<file path="src/rtl/cqp_pkg.sv">
package cqp_pkg;
    localparam int FIELD_W  = 16;
    localparam int STAT_W   = 15;
    localparam int RES_W    = 32;
    localparam int ENTRY_W  = 128;

    typedef struct packed {
        logic [FIELD_W-1:0] cid;
        logic [FIELD_W-1:0] sqid;
        logic [FIELD_W-1:0] sqhd;
        logic [STAT_W-1:0]  status;
        logic [RES_W-1:0]   result;
    } cqp_rec_t;

    localparam int REC_W = $bits(cqp_rec_t);

    typedef enum logic [1:0] {
        S_IDLE   = 2'd0,
        S_WRITE  = 2'd1,
        S_CHECK  = 2'd2,
        S_NOTIFY = 2'd3
    } cqp_state_t;
endpackage

</file>
<file path="src/rtl/cqp_fifo.sv">
module cqp_fifo #(
    parameter int W     = 8,
    parameter int DEPTH = 4
) (
    input  logic         clk,
    input  logic         rst,
    input  logic         clr,
    input  logic         push,
    input  logic [W-1:0] din,
    input  logic         pop,
    output logic [W-1:0] dout,
    output logic         empty,
    output logic         full
);
    localparam int AW = (DEPTH > 1) ? $clog2(DEPTH) : 1;

    logic [W-1:0] mem [DEPTH];
    logic [AW:0]  wp, rp;

    assign empty = (wp == rp);
    assign full  = (wp[AW-1:0] == rp[AW-1:0]) && (wp[AW] != rp[AW]);
    assign dout  = mem[rp[AW-1:0]];

    always_ff @(posedge clk) begin
        if (rst || clr) begin
            wp <= '0;
            rp <= '0;
        end else begin
            if (push && !full) begin
                mem[wp[AW-1:0]] <= din;
                wp <= wp + 1'b1;
            end
            if (pop && !empty) begin
                rp <= rp + 1'b1;
            end
        end
    end
endmodule

</file>
<file path="src/rtl/cqp_ring.sv">
module cqp_ring #(
    parameter int QW = 12
) (
    input  logic          clk,
    input  logic          rst,
    input  logic          clr,
    input  logic          adv,
    input  logic [QW-1:0] qsize,
    input  logic [QW-1:0] head,
    output logic [QW-1:0] tail,
    output logic          phase,
    output logic          full
);
    logic          at_end;
    logic [QW-1:0] nxt;

    assign at_end = (tail == qsize);
    assign nxt    = at_end ? '0 : tail + 1'b1;
    assign full   = (nxt == head);

    always_ff @(posedge clk) begin
        if (rst || clr) begin
            tail  <= '0;
            phase <= 1'b1;
        end else if (adv) begin
            tail <= nxt;
            if (at_end) begin
                phase <= ~phase;
            end
        end
    end
endmodule

</file>
<file path="src/rtl/cqp_entry_fmt.sv">
module cqp_entry_fmt
    import cqp_pkg::*;
#(
    parameter int QW = 12
) (
    input  cqp_rec_t             rec,
    input  logic                 phase,
    input  logic [QW-1:0]        tail,
    input  logic [63:0]          base,
    input  logic [3:0]           esz_exp,
    output logic [63:0]          addr,
    output logic [ENTRY_W-1:0]   data
);
    logic [63:0] offset;

    always_comb begin
        offset = 64'(tail) << esz_exp;
        addr   = base + offset;
        data   = {rec.status, phase, rec.cid, rec.sqid, rec.sqhd,
                  32'h0, rec.result};
    end
endmodule

</file>
<file path="src/rtl/cq_post_engine.sv">
module cq_post_engine
    import cqp_pkg::*;
#(
    parameter int QW         = 12,
    parameter int VW         = 6,
    parameter int FIFO_DEPTH = 4
) (
    input  logic                 clk,
    input  logic                 rst,
    input  logic                 del_q,
    input  logic [63:0]          cfg_base,
    input  logic [QW-1:0]        cfg_qsize,
    input  logic [3:0]           cfg_esz_exp,
    input  logic                 cfg_irq_en,
    input  logic                 cfg_msi_en,
    input  logic [VW-1:0]        cfg_vector,
    input  logic [QW-1:0]        cons_head,
    input  logic                 in_valid,
    output logic                 in_ready,
    input  logic [FIELD_W-1:0]   in_cid,
    input  logic [FIELD_W-1:0]   in_sqid,
    input  logic [FIELD_W-1:0]   in_sqhd,
    input  logic [STAT_W-1:0]    in_status,
    input  logic [RES_W-1:0]     in_result,
    output logic                 wr_req,
    input  logic                 wr_ack,
    output logic [63:0]          wr_addr,
    output logic [ENTRY_W-1:0]   wr_data,
    output logic                 msi_req,
    output logic [VW-1:0]        msi_vector,
    output logic                 intx_pulse
);
    cqp_state_t    state, state_nx;
    cqp_rec_t      in_rec, head_rec;
    logic          fifo_empty, fifo_full;
    logic          ring_full;
    logic          posted;
    logic [QW-1:0] tail;
    logic          phase;
    logic          can_post;

    assign in_rec   = '{cid: in_cid, sqid: in_sqid, sqhd: in_sqhd,
                        status: in_status, result: in_result};
    assign in_ready = !fifo_full;
    assign posted   = (state == S_WRITE) && wr_ack;
    assign can_post = !fifo_empty && !ring_full;

    cqp_fifo #(.W(REC_W), .DEPTH(FIFO_DEPTH)) u_fifo (
        .clk   (clk),
        .rst   (rst),
        .clr   (del_q),
        .push  (in_valid),
        .din   (in_rec),
        .pop   (posted),
        .dout  (head_rec),
        .empty (fifo_empty),
        .full  (fifo_full)
    );

    cqp_ring #(.QW(QW)) u_ring (
        .clk   (clk),
        .rst   (rst),
        .clr   (del_q),
        .adv   (posted),
        .qsize (cfg_qsize),
        .head  (cons_head),
        .tail  (tail),
        .phase (phase),
        .full  (ring_full)
    );

    cqp_entry_fmt #(.QW(QW)) u_fmt (
        .rec     (head_rec),
        .phase   (phase),
        .tail    (tail),
        .base    (cfg_base),
        .esz_exp (cfg_esz_exp),
        .addr    (wr_addr),
        .data    (wr_data)
    );

    // State register
    always_ff @(posedge clk) begin
        if (rst || del_q) begin
            state <= S_IDLE;
        end else begin
            state <= state_nx;
        end
    end

    // Next-state logic
    always_comb begin
        state_nx = state;
        unique case (state)
            S_IDLE:   if (can_post) state_nx = S_WRITE;
            S_WRITE:  if (wr_ack)   state_nx = S_CHECK;
            S_CHECK:  state_nx = can_post ? S_WRITE : S_NOTIFY;
            S_NOTIFY: state_nx = S_IDLE;
            default:  state_nx = S_IDLE;
        endcase
    end

    // Outputs
    always_comb begin
        wr_req     = 1'b0;
        msi_req    = 1'b0;
        intx_pulse = 1'b0;
        msi_vector = cfg_vector;
        unique case (state)
            S_WRITE:  wr_req = 1'b1;
            S_NOTIFY: begin
                msi_req    = cfg_irq_en && cfg_msi_en;
                intx_pulse = cfg_irq_en && !cfg_msi_en;
            end
            default: ;
        endcase
    end
endmodule

</file>
<file path="config.mk">
export PLATFORM = sky130hd
export DESIGN_NAME = cq_post_engine
export DESIGN_NICKNAME = d
export VERILOG_FILES = /design/src/rtl/cqp_pkg.sv /design/src/rtl/cqp_fifo.sv /design/src/rtl/cqp_ring.sv /design/src/rtl/cqp_entry_fmt.sv /design/src/rtl/cq_post_engine.sv
export SDC_FILE = /design/constraint.sdc
export NUM_CORES = 1
export LEC_CHECK = 0
export ABC_AREA = 1
export BUFFER_PORTS_ARGS = -buffer_cell sky130_fd_sc_hd__buf_2
export CAP_MARGIN = 10
export CORE_MARGIN = 10
export CORE_UTILIZATION = 50
export DETAILED_ROUTE_END_ITERATION = 16
export PLACE_DENSITY = 0.79
export SLEW_MARGIN = 20
export SYNTH_ARGS = -nofsm -noshare
export SYNTH_HDL_FRONTEND = slang
export SYNTH_HIERARCHICAL = 1
export SYNTH_SLANG_ARGS = --single-unit
</file>
<file path="constraint.sdc">
create_clock -name clk -period 6.55 [get_ports clk]
set_input_delay 0.3275 -clock clk [delete_from_list [all_inputs] [get_ports clk]]
set_output_delay 0.3275 -clock clk [all_outputs]
set_load 0.005 [all_outputs]
</file>
* Word level (Yosys, flattened, before mapping)
Memory sizes are Yosys's and may differ from the RTL's. A register that Yosys moved wholly into a read port is not among the register bits.
Cells that the tools add are included.
** Word-level totals
- Register bits :: 21
- Bits in writable memories :: 380
- Input bits :: 200
- Output and inout port bits :: 202
- Logic and storage cells :: 50
- Memories :: 1
** Memories
- u_fifo.mem :: depth 4, bits a word 95, read ports 1, clocked after Yosys merged registers in 1, write ports 1, line cqp_fifo.sv:17 : logic [W-1:0] mem [DEPTH];
** Operators by class
- $add $sub $neg :: 4
- Equality and inequality tests :: 10
- Shift operators :: 1
- Mux-type cells :: 13
- Bitwise logic cells :: 1
- Reduce and logical (&&, ||, !) cells :: 15
** Operators by type and width (number)
- $add A64 B64 Y64 :: 1
- $shl A12 B4 Y64 :: 1
- $eq A12 B12 Y1 :: 2
- $add A12 B1 Y12 const B :: 1
- $mux W12 :: 1
- $mux W2 :: 5
- $pmux W2 S4 :: 1
- $logic_and A1 B1 Y1 :: 7
- $add A3 B1 Y3 const B :: 2
- $mux W1 :: 6
- $eq A2 B2 Y1 const B :: 2
- $logic_not A1 Y1 :: 4
- $ne A2 B2 Y1 const B :: 2
- $reduce_and A2 Y1 :: 2
- $eq A3 B3 Y1 :: 1
- $eq A2 B1 Y1 const B :: 1
- $eq A2 B2 Y1 :: 1
- $logic_not A2 Y1 :: 1
- $logic_or A1 B1 Y1 :: 1
- $ne A1 B1 Y1 :: 1
- $not A1 Y1 :: 1

* Logic depth before layout (Yosys ltp)
- Depth after elaboration :: 7
- Gate-level depth with buffers :: 22
- Gate-level depth less buffers :: 22

* By module
Netlist, hierarchy kept.
** Modules (own cells, without submodules)
- cqp_fifo :: instances 1, cells an instance 994, area each 14572.7 um^2, sequential area each 11571.1 um^2
- cqp_entry_fmt :: instances 1, cells an instance 1064, area each 5305.1 um^2, sequential area each 0.0 um^2
- cqp_ring :: instances 1, cells an instance 209, area each 1213.7 um^2, sequential area each 260.2 um^2
- cq_post_engine :: instances 1, cells an instance 29, area each 186.4 um^2, sequential area each 40.0 um^2

* Worst setup path before layout
Ideal clock, no wire load.
- Path type :: register to register
- Start point :: register u_fifo.wp[0]
- End point :: memory u_fifo/mem[0][0] (netlist bit) (enable)
- Library setup time :: 0.550 ns
- Arrival :: 4.844 ns
- Data required time :: 6.000 ns
- Path slack :: 1.156 ns
- Cell stages (with the launch flop) :: 7
- Buffers on the path :: 0
- Clock period less this slack :: 5.394 ns
- Cell sequence :: dfxtp_1 inv_1 nand2_1 nand2_1 nand3_2 nand3_1 nor2_1
** Between the ends
- Cells in the longest elaborated chain, start to end :: 7
** Ends and longest elaborated chain
- start: declaration :: line cqp_fifo.sv:18 : logic [AW:0] wp, rp;
- start signal: assignment :: line cqp_fifo.sv:31 : wp <= wp + 1'b1;
- $eq A2 B2 Y1 :: line cqp_fifo.sv:21 : assign full = (wp[AW-1:0] == rp[AW-1:0]) && (wp[AW] != rp[AW]);
- $logic_and A1 B1 Y1 :: line cqp_fifo.sv:21
- $logic_not A1 Y1 :: line cqp_fifo.sv:29 : if (push && !full) begin
- $logic_and A1 B1 Y1 :: line cqp_fifo.sv:29
- $mux W1 :: line cqp_fifo.sv:29
- $mux W1 :: line cqp_fifo.sv:25 : if (rst || clr) begin
- $mux W1 (implied by the code) :: line cqp_fifo.sv:30 : mem[wp[AW-1:0]] <= din;
- end: declaration :: line cqp_fifo.sv:17
Several ways; a longest one is shown, not always the timed one.

* Worst setup path after layout
- Start point :: register u_ring.tail[8]
- End point :: output port wr_addr[37]
** Between the ends
- Cells in the longest elaborated chain, start to end :: 2
** Ends and longest elaborated chain
- start: declaration :: line cqp_ring.sv:10 : output logic [QW-1:0] tail,
- start signal: assignment :: line cqp_ring.sv:26 : tail <= nxt;
- $shl A12 B4 Y64 :: line cqp_entry_fmt.sv:17 : offset = 64'(tail) << esz_exp;
- $add A64 B64 Y64 :: line cqp_entry_fmt.sv:18 : addr = base + offset;
- end: declaration :: line cq_post_engine.sv:27 : output logic [63:0] wr_addr,
No other way between the ends.

==> metrics.md <==
| Metric | Value |
|---|---|
| FMAX | `around 230 MHz` |
| Leading cell type in the layout, fill and taps excluded | `nand2_1` |
| Maxcap violations | `0` |
| Detailed-route DRC error count | `0` |
| IO Count | `402` |
| Dpl hpwl | `between 40000 and 50000 um` |
| Pleak | `9.94 nW` |
| Critical path class | `flip-flop to primary output` |
| GRT overflow | `0` |
| Status | `completed` |
| H-tree depth | `2` |
| PortBufs | `approximately 360` |
| Worst skew pair latency | `520 ps` |
| Fill cells | `3619` |
| Min-delay worst type | `primary input to flip-flop` |
| Worst Tran Pin Value | `1090 ps` |
| Initial Utilization | `~51%` |
| Synthesized area | `21300 um2` |
| Chip height | `226 um` |
| Routability congestion estimate | `0.998` |
| CTS sink cnt | `403` |
| Core box area | `42000 um2` |
| Gr usage total | `22.9%` |
| Peak VDD IR | `0.263 mV` |
| Number of routed nets with antenna violations | `0` |
| Vias in the first global route | `16000` |
| Asr flop ratio synth | `0%` |
| Skew final | `around 10 ps` |
| PD cells | `227 nW/um2` |
| Total iterations of the first detailed-routing run | `6` |
| Top FF cell, synth | `edfxtp_1` |
| DP Area | `22500 um2` |
| Post-synth EDFFs | `380` |
| Critical Path Source Type | `flip-flop` |
| Fin area | `23900 um2` |
| TNS Setup | `0 ps` |
| CTS tree | `yes` |
| Crit. End Element | `primary output` |
| DR WL/cell | `a little under 20 um` |
| Root Buffer | `clkbuf_16` |
| Max-slew headroom | `a little over a quarter` |
| Min Clock Period, post-route | `4280 ps` |
| Area of the multi-input gates | `7230 um2` |
| Max Root-Sink Buffers | `3` |
| Final WL | `around 60000 um` |
| Largest net degree at the start of global routing | `109` |
| Synth Area per Inst | `9.27 um2` |
| Data arrival, critical path | `between 3000 and 4000 ps` |
| Part of the cycle the worst path needs | `65.3%` |
| Fin. Hold Viols | `0` |
| Final #Nets | `2773` |
| Synthesis warning total | `6` |
| Iteration-0 DRC Markers | `1362` |
| Hold Slack | `19.8 ps` |
| Crit path max fanout | `6` |
| Worst EP required | `6220 ps` |
| Syn-to-layout area delta | `12.2%` |
| Vias | `17000` |
| CTS clock-pin slew for the worst setup and hold paths | `70 ps` |
| Initial antenna violation count | `15` |
| Setup-failing EPs final | `0` |
| Vias/cell | `about 5.5` |
| Power, Total | `5.42 mW` |
| DIE AREA | `51200 um2` |
| Commonest non-fill, non-tap cells in the layout | `nand2_1 (490), edfxtp_1 (380), buf_2 (357)` |
| Slew Limit Fails | `0` |
| Number of placement rows | `75` |
| Die X | `226 um` |
| Seq/Total Area, Yosys | `55.8%` |
| Library cells used by synthesis | `50` |
| #FFs+latches synth | `403` |
| Number of CTS-inserted buffers | `39` |
| First-pass GRT wire length | `91600 um` |
| RSZ-0062 raised after global routing | `no` |
| Layout cells sized above 1 | `18.4%` |
| Reg area | `11900 um2` |
| Mapped Cells | `2296` |
==> cell families (layout without fill, tap and decap cells) <==
kind of cell	after synthesis	in the layout	synth area share, %
simple gates	1006	1006	19.8
buf+inv	428	664	10.9
flops	403	403	55.8
compound gates	380	380	9.58
xor+xnor	41	41	1.69
fa+ha+maj	34	34	2.03
mux	3	3	0.141
other cells	1	39	0.0176
==> power by group <==
group          leakage (nW)  internal, mW  switching (mW)  total, mW
logic                  5.76         0.172           0.321      0.493
registers              3.62          2.85         0.00914       2.85
clock network         0.566          1.20           0.874       2.08
==> worst max-delay path, stage by stage, from the launching register on <==
cell	delay [ps]
dfxtp_1	460
inv_1	100
o21ai_0	270
o21ai_0	170
o21ai_0	290
nand2_1	80
o21ai_0	180
ha_1	320
nand2_1	150
nor2_1	240
nand2_1	160
nor2_1	110
nand2_1	70
nand3_1	270
nand2_1	120
nand2_1	80
nand2_1	50
nand2_1	130
buf_2	150
==> cell type report <==
type / instances / share of cell area (%)
diodes: 7 / 0.0734
clock buffers: 53 / 4.57
clock inverters: 12 / 0.377
inverters: 218 / 3.45
multi-input cells: 1496 / 30.3
flip-flops and latches: 403 / 49.8
well taps: 539 / 2.83
repair buffers: 381 / 8.62
==> final timing paths <==
path / from / endpoint / slack [ps] / cells after the start
min: in_status[5] / u_fifo/mem[2][37] / 20 / 1
max reg2reg: u_fifo/wp[0] / u_fifo/mem[2][63] / 3580 / 7
min reg2reg: u_ring/phase / u_ring/phase / 530 / 2
max: u_ring/tail[8] / wr_addr[37] / 2270 / 18
==> routing by layer <==
metal / routed length (um) / up-vias / track usage, % / part of all wire [%]
met2: 29500 / 706 / 38.5 / 48
li1: - / 8080 / - / -
met1: 25300 / 8082 / 29.4 / 41
met5: 88 / - / 0 / 0.14
met4: 1170 / 16 / 5.24 / 1.9
met3: 5600 / 90 / 5.62 / 9.1
==> synth_stat cells (2+ instances only) <==
library cell / count / area (um2)
xor2_1: 36 / 315
nand2_2: 14 / 87.6
clkbuf_2: 8 / 40.0
ha_1: 33 / 413
a31oi_1: 2 / 12.5
nand4_1: 24 / 150
nor2_4: 2 / 22.5
nand3b_1: 17 / 128
nor3_2: 3 / 30.0
nand3b_2: 2 / 22.5
clkbuf_1: 25 / 93.8
buf_2: 15 / 75.1
inv_1: 205 / 769
o22ai_1: 95 / 594
dfxtp_1: 23 / 460
a21oi_1: 34 / 170
buf_6: 17 / 191
nor3_1: 15 / 75.1
o21ai_0: 226 / 1130
nand3_1: 88 / 440
mux2i_1: 3 / 30.0
nor2_2: 7 / 43.8
nor2_1: 326 / 1220
nand2_1: 490 / 1840
or2_1: 4 / 25.0
edfxtp_1: 380 / 11400
o21ai_1: 18 / 90.1
inv_2: 11 / 41.3
xnor2_1: 5 / 43.8
nand3_2: 7 / 70.1
buf_4: 142 / 1070
==> timing repair <==
action	CTS	global route
hold buffers	16	0
buffers inserted	0	0
endpoints found under the hold margin	56	0
gates resized for setup	0	0
==> registers in the layout, summed over array words and instances (netlist names), named ones only <==
name	count
u_ring/tail	12
u_ring/phase	1
u_fifo/rp	3
state	2
u_fifo/mem	380
u_fifo/wp	3
==> stage by stage <==
step,utilization (%),instances,setup slack [ps]
floorplan,-,2327,1160
global placement,53.5,3021,2590
detailed placement,53.5,3021,2630
CTS,56.7,3102,2360
global route,56.7,3105,1990
finish,56.8,3109,2270
No activity file was read; power rests on OpenSTA's default activity.
